[src/rtl/vag_pkg.sv]
package vag_pkg;
  // Transfer direction held for the duration of a command.
  typedef enum logic {
    XFER_LOAD  = 1'b0,
    XFER_STORE = 1'b1
  } xfer_e;
endpackage

[src/rtl/vag_bank_timers.sv]
// One occupancy down-counter per bank; a bank is free when its counter is zero.
module vag_bank_timers #(
  parameter  int NUM_BANKS = 16,
  parameter  int LAT       = 11,
  localparam int BANK_W    = $clog2(NUM_BANKS),
  localparam int CNT_W     = $clog2(LAT + 1)
) (
  input  logic                 clk,
  input  logic                 rst_n,
  input  logic                 issue,
  input  logic [BANK_W-1:0]    issue_bank,
  output logic [NUM_BANKS-1:0] bank_free
);

  for (genvar b = 0; b < NUM_BANKS; b++) begin : g_bank
    logic [CNT_W-1:0] cnt_q, cnt_d;
    logic             hit, cnt_en;

    assign hit    = issue && (issue_bank == BANK_W'(b));
    assign cnt_en = hit || (cnt_q != '0);

    always_comb begin
      cnt_d = cnt_q;
      if (hit)                 cnt_d = CNT_W'(LAT - 1);
      else if (cnt_q != '0)    cnt_d = cnt_q - 1'b1;
    end

    always_ff @(posedge clk or negedge rst_n) begin
      if (!rst_n)      cnt_q <= '0;
      else if (cnt_en) cnt_q <= cnt_d;
    end

    assign bank_free[b] = (cnt_q == '0);
  end

endmodule

[src/rtl/vag_addr_seq.sv]
// Element address and index walker.
module vag_addr_seq #(
  parameter int ADDR_W = 16,
  parameter int LEN_W  = 7
) (
  input  logic              clk,
  input  logic              rst_n,
  input  logic              load,
  input  logic              advance,
  input  logic [ADDR_W-1:0] base,
  input  logic [ADDR_W-1:0] step,
  output logic [ADDR_W-1:0] cur_addr,
  output logic [LEN_W-1:0]  cur_elem
);

  logic [ADDR_W-1:0] addr_d;
  logic [LEN_W-1:0]  elem_d;
  logic              seq_en;

  assign seq_en = load || advance;

  always_comb begin
    if (load) begin
      addr_d = base;
      elem_d = '0;
    end else begin
      addr_d = cur_addr + step;
      elem_d = cur_elem + 1'b1;
    end
  end

  always_ff @(posedge clk or negedge rst_n) begin
    if (!rst_n) begin
      cur_addr <= '0;
      cur_elem <= '0;
    end else if (seq_en) begin
      cur_addr <= addr_d;
      cur_elem <= elem_d;
    end
  end

endmodule

[src/rtl/vag_vreg.sv]
// Vector register: two write ports (port a wins on a clash), two read ports.
module vag_vreg #(
  parameter  int DATA_W = 32,
  parameter  int DEPTH  = 64,
  localparam int IDX_W  = $clog2(DEPTH)
) (
  input  logic              clk,
  input  logic              a_we,
  input  logic [IDX_W-1:0]  a_idx,
  input  logic [DATA_W-1:0] a_data,
  input  logic              b_we,
  input  logic [IDX_W-1:0]  b_idx,
  input  logic [DATA_W-1:0] b_data,
  input  logic [IDX_W-1:0]  r0_idx,
  output logic [DATA_W-1:0] r0_data,
  input  logic [IDX_W-1:0]  r1_idx,
  output logic [DATA_W-1:0] r1_data
);

  logic [DATA_W-1:0] mem [DEPTH];

  always_ff @(posedge clk) begin
    if (b_we) mem[b_idx] <= b_data;
    if (a_we) mem[a_idx] <= a_data;
  end

  assign r0_data = mem[r0_idx];
  assign r1_data = mem[r1_idx];

endmodule

[src/rtl/vec_agen.sv]
module vec_agen #(
  parameter  int NUM_BANKS = 16,
  parameter  int BANK_LAT  = 11,
  parameter  int ADDR_W    = 16,
  parameter  int DATA_W    = 32,
  parameter  int MAX_VLEN  = 64,
  localparam int BANK_W    = $clog2(NUM_BANKS),
  localparam int IDX_W     = $clog2(MAX_VLEN),
  localparam int LEN_W     = $clog2(MAX_VLEN + 1)
) (
  input  logic              clk,
  input  logic              rst_n,
  input  logic              start,
  input  logic              is_store,
  input  logic [ADDR_W-1:0] base_addr,
  input  logic [ADDR_W-1:0] stride,
  input  logic [LEN_W-1:0]  vlen,
  output logic              busy,
  output logic              done,
  output logic              req_valid,
  output logic              req_we,
  output logic [ADDR_W-1:0] req_addr,
  output logic [BANK_W-1:0] req_bank,
  output logic [IDX_W-1:0]  req_elem,
  output logic [DATA_W-1:0] req_wdata,
  input  logic              rsp_valid,
  input  logic [IDX_W-1:0]  rsp_elem,
  input  logic [DATA_W-1:0] rsp_data,
  input  logic              vr_we,
  input  logic [IDX_W-1:0]  vr_widx,
  input  logic [DATA_W-1:0] vr_wdata,
  input  logic [IDX_W-1:0]  vr_ridx,
  output logic [DATA_W-1:0] vr_rdata
);
  import vag_pkg::*;

  // Reset: asserted asynchronously, released on the clock.
  logic rst_meta_q, rst_q;
  always_ff @(posedge clk or negedge rst_n) begin
    if (!rst_n) begin
      rst_meta_q <= 1'b0;
      rst_q      <= 1'b0;
    end else begin
      rst_meta_q <= 1'b1;
      rst_q      <= rst_meta_q;
    end
  end

  logic                 run_q, run_d, done_q;
  xfer_e                kind_q, kind_d;
  logic [ADDR_W-1:0]    stride_q;
  logic [LEN_W-1:0]     vlen_q, vlen_lim;
  logic [LEN_W-1:0]     rsp_cnt_q, rsp_cnt_d, rsp_next, iss_next;
  logic [ADDR_W-1:0]    cur_addr;
  logic [LEN_W-1:0]     cur_elem;
  logic [NUM_BANKS-1:0] bank_free;
  logic [BANK_W-1:0]    bank_sel;
  logic                 accept, more, issue, rsp_hit, finish, ctl_en;
  logic [DATA_W-1:0]    store_data;

  assign vlen_lim = (vlen > LEN_W'(MAX_VLEN)) ? LEN_W'(MAX_VLEN) : vlen;
  assign accept   = start && !run_q;
  assign bank_sel = cur_addr[BANK_W-1:0];
  assign more     = cur_elem < vlen_q;
  assign issue    = run_q && more && bank_free[bank_sel];
  assign rsp_hit  = run_q && (kind_q == XFER_LOAD) && rsp_valid;
  assign iss_next = cur_elem + LEN_W'(issue);
  assign rsp_next = rsp_cnt_q + LEN_W'(rsp_hit);
  assign finish   = run_q && (iss_next == vlen_q) &&
                    ((kind_q == XFER_STORE) || (rsp_next == vlen_q));
  assign ctl_en   = accept || run_q;

  always_comb begin
    kind_d    = is_store ? XFER_STORE : XFER_LOAD;
    run_d     = run_q;
    rsp_cnt_d = rsp_next;
    if (accept) begin
      run_d     = 1'b1;
      rsp_cnt_d = '0;
    end else if (finish) begin
      run_d     = 1'b0;
    end
  end

  always_ff @(posedge clk or negedge rst_q) begin
    if (!rst_q) begin
      run_q     <= 1'b0;
      rsp_cnt_q <= '0;
      kind_q    <= XFER_LOAD;
      stride_q  <= '0;
      vlen_q    <= '0;
      done_q    <= 1'b0;
    end else begin
      if (ctl_en) begin
        run_q     <= run_d;
        rsp_cnt_q <= rsp_cnt_d;
      end
      if (accept) begin
        kind_q   <= kind_d;
        stride_q <= stride;
        vlen_q   <= vlen_lim;
      end
      done_q <= finish;
    end
  end

  vag_addr_seq #(.ADDR_W(ADDR_W), .LEN_W(LEN_W)) u_seq (
    .clk      (clk),
    .rst_n    (rst_q),
    .load     (accept),
    .advance  (issue),
    .base     (base_addr),
    .step     (stride_q),
    .cur_addr (cur_addr),
    .cur_elem (cur_elem)
  );

  vag_bank_timers #(.NUM_BANKS(NUM_BANKS), .LAT(BANK_LAT)) u_timers (
    .clk        (clk),
    .rst_n      (rst_q),
    .issue      (issue),
    .issue_bank (bank_sel),
    .bank_free  (bank_free)
  );

  vag_vreg #(.DATA_W(DATA_W), .DEPTH(MAX_VLEN)) u_vreg (
    .clk     (clk),
    .a_we    (rsp_hit),
    .a_idx   (rsp_elem),
    .a_data  (rsp_data),
    .b_we    (vr_we),
    .b_idx   (vr_widx),
    .b_data  (vr_wdata),
    .r0_idx  (cur_elem[IDX_W-1:0]),
    .r0_data (store_data),
    .r1_idx  (vr_ridx),
    .r1_data (vr_rdata)
  );

  assign busy      = run_q;
  assign done      = done_q;
  assign req_valid = issue;
  assign req_we    = (kind_q == XFER_STORE);
  assign req_addr  = cur_addr;
  assign req_bank  = bank_sel;
  assign req_elem  = cur_elem[IDX_W-1:0];
  assign req_wdata = store_data;

endmodule

[config.mk]
export PLATFORM = sky130hd
export DESIGN_NAME = vec_agen
export DESIGN_NICKNAME = d
export VERILOG_FILES = /design/src/rtl/vag_pkg.sv /design/src/rtl/vag_bank_timers.sv /design/src/rtl/vag_addr_seq.sv /design/src/rtl/vag_vreg.sv /design/src/rtl/vec_agen.sv
export SDC_FILE = /design/constraint.sdc
export NUM_CORES = 2
export LEC_CHECK = 0
export BUFFER_PORTS_ARGS = -buffer_cell sky130_fd_sc_hd__buf_2
export CORE_MARGIN = 2
export CORE_UTILIZATION = 50
export CTS_BUF_LIST = sky130_fd_sc_hd__clkbuf_4
export DETAILED_ROUTE_END_ITERATION = 16
export HOLD_SLACK_MARGIN = 0.12
export PLACE_DENSITY = 0.65
export SLEW_MARGIN = 10
export SYNTH_ARGS = -nofsm -noshare
export SYNTH_HDL_FRONTEND = slang
export SYNTH_SLANG_ARGS = --single-unit
[constraint.sdc]
create_clock -name clk -period 7.7 [get_ports clk]
set_input_delay 0.385 -clock clk [delete_from_list [all_inputs] [get_ports clk]]
set_output_delay 0.385 -clock clk [all_outputs]
set_load 0.005 [all_outputs]
==> out/qor.yml <==
detailed_routing:
  drt_iter0_drc: 14181
  num_vias: 85642
  wl_um: 484300
  ant_nets: 0
  drc: 0
  firstDrtPassIters: 6
  via_per_inst: 7.282
  routedWlPerCell_um: 41.18
cts:
  cts_buffer_depth: 4
  cts_tree: "done"
  path_clk_slew_ns: 0.07
  clockRootBuffer: "clkbuf_4"
  cts_sinks: 2170
  ctsHoldBuffers: 285
  htree_levels: 6
  cts_resized: 0
  clock_latency_ns: 1.65
  cts-buffers-inserted: 607
  post_cts_buffers: 0
cells_and_area:
  drive_above_1_share_pct: 57.82
  finalInstanceArea_um2: 142500
  synthToLayoutAreaGrowth_pct: 11.98
  stdcell_count: 11760
  final_net_count: 8130
synthesis:
  synth_commonest_cells: "2,050 x mux2_2, 2,048 x edfxtp_1, 1,253 x mux4_2"
  ys_ff_latch: 2170
  yosysTopAreaCell: "edfxtp_1"
  seq_area_frac_synth_pct: 50.71
  synth_ff_type: "edfxtp_1"
  yosys_warnings: 0
  yosysMostFrequentCell: "mux2_2"
  synth_edf_count: 2048
  synthArstFlopShare_pct: 5.622
  syn-cell-area_um2: 127300
  avgSynthCellArea_um2: 16.70
  synth_top_cell_area_share_pct: 48.31
  synth_cells: 7625
  syn-num-nets: 7811
  synth_area_leaders: "edfxtp_1 48%, mux4_2 22%, mux2_2 18%"
  synth.distinct_cells: 63
placed_design:
  place.gp.congestion: 0.9096
  dpl.cell_count: 10415
  dp_hpwl_um: 271900
  postPlaceCellArea_um2: 131900
  preCtsSetupSlack_ns: 2.938
  io_buffers: 220
setup_path:
  crit_fanout: 102
  slowest_delay_ns: 1.10
  path_cells: "buf_12 > mux4_2 > nor2b_1 > a211oi_1 > a21oi_1 > mux4_2 > buf_2"
  end_kind: "output port"
  slowest_stage: "dfrtp_4"
  critPathKind: "flip-flop to output port"
  cpMostUsedCell: "mux4_2"
  cp-start-kind: "flip-flop"
  cp.arrival_ns: 5.63
  critPathRequiredTime_ns: 7.32
sta:
  tightestPinTransition_ns: 1.381
  fin_crit_ns: 6.019
  fmax_mhz: 166.1
  final-setup-viol-count: 0
  maxSlewHeadroom_pct: 7.578
  clock_skew_ns: 0.1030
  rsz0062_at_grt: "false"
  slew_violations: 0
  hold_viol: 0
  fin_ws_ns: 1.681
  min_period_over_period_pct: 78.17
  tns_ns: 0
power_and_ir_drop:
  vdd_drop_max_mv: 0.2571
  total_power_w: 0.03719
  powerDensity_nw_per_um2: 260.9
  leakage_nw: 47.06
outcome:
  status: "complete, no violations"
global_route:
  grt_max_degree: 117
  grt_first_pass_wirelength_um: 665400
  grt_pass1_vias: 84223
  grt_overflow_total: 0
  grt_antenna_before_repair: 38
  track_usage_pct: 37.03
floorplanning:
  chipHeight_um: 508.6
  ioPinCount: 221
  start_util_pct: 50.18
  core_area_um2: 253700
  fp.dieArea_um2: 258700
  fp-row-count: 185
  die_w_um: 508.6
hold_path:
  worstHoldPathType: "input port to flip-flop"
flow_run:
  max_cap_viol_count: 0
final timing paths:
path / from / endpoint / slack, ns / depth (start not counted)
max reg2reg: busy / u_vreg.mem[39][31] / 2.25 / 8
max in group asynchronous: rst_q / u_timers.g_bank[0].cnt_q[0] / 5.90 / 1
max: u_seq.cur_elem[0] / req_wdata[9] / 1.68 / 7
min: vr_wdata[29] / u_vreg.mem[39][29] / 0.20 / 3
min in group asynchronous: rst_q / stride_q[8] / 0.43 / 0
min reg2reg: rst_meta_q / rst_q / 0.34 / 0
registers in the layout (all words and copies together), names as in the netlist:
register / count
u_vreg.mem: 2048
u_timers.g_bank.cnt_q: 64
stride_q: 16
u_seq.cur_addr: 16
rsp_cnt_q: 7
u_seq.cur_elem: 7
vlen_q: 7
busy: 1
done: 1
req_we: 1
rst_meta_q: 1
rst_q: 1
power breakdown:
part           switching, W  internal [W]  total, W
sequential         0.000613        0.0134    0.0140
combinational       0.00639       0.00578    0.0122
clock               0.00541       0.00564    0.0110
total                0.0124        0.0248    0.0372
layout make-up:
class | count | area (um2)
Antenna cell | 17 | 42.54
Multi-Input combinational cell | 4382 | 59890
Clock buffer | 877 | 6584
Clock inverter | 165 | 1122
Tap cell | 3366 | 4212
Timing Repair Buffer | 729 | 5916
Inverter | 54 | 202.7
Sequential cell | 2170 | 64580
Fill cell | 19897 | 111100
logic make-up after synthesis:
family          share of synthesized area (%)
compound gates                          1.591
buf+inv                                 3.278
simple gates                            1.801
other cells                          0.002946
flops                                   50.71
xor+xnor                               0.4266
fa+ha+maj                              0.5858
mux                                     41.61
layout by cell type, fill, tap and decap left out, types with 58 or more instances in the layout:
master,synthesis,layout
mux4_2,1253,1253
ha_1,58,58
dfrtp_1,122,115
buf_4,10,220
dlygate4sd3_1,0,284
clkbuf_4,0,877
nand2_1,163,131
mux2i_1,166,166
mux2_2,2050,2050
clkinv_1,2,102
a21oi_1,100,100
edfxtp_1,2048,2048
buf_2,73,204
a211oi_1,69,69
stage by stage:
stage                     utilization [%]  hold WS [ns]
after CTS                           56.15        0.1586
after global placement              51.99        0.1732
final                               56.19        0.1971
after detailed placement            51.99        0.1766
after floorplan                         -       0.08941
after global routing                56.18        0.2598
critical path: cells and delay by family, from the launching register on:
family	cells	cell delay, ns
AND/OR/NAND/NOR	1	0.15
AO/OA/AOI/OAI	2	0.76
flip-flops	1	1.10
multiplexers	2	1.17
buffers and inverters	2	0.78
layer usage:
layer	wire length (um)	up-vias	track usage, %
met4	28510	34	19.18
li1	-	32164	-
met1	172000	44883	48.98
met5	404	-	0.5370
met3	68760	1429	12.44
met2	214600	7132	54.41
Note: power is estimated with default switching activity, not from simulation.
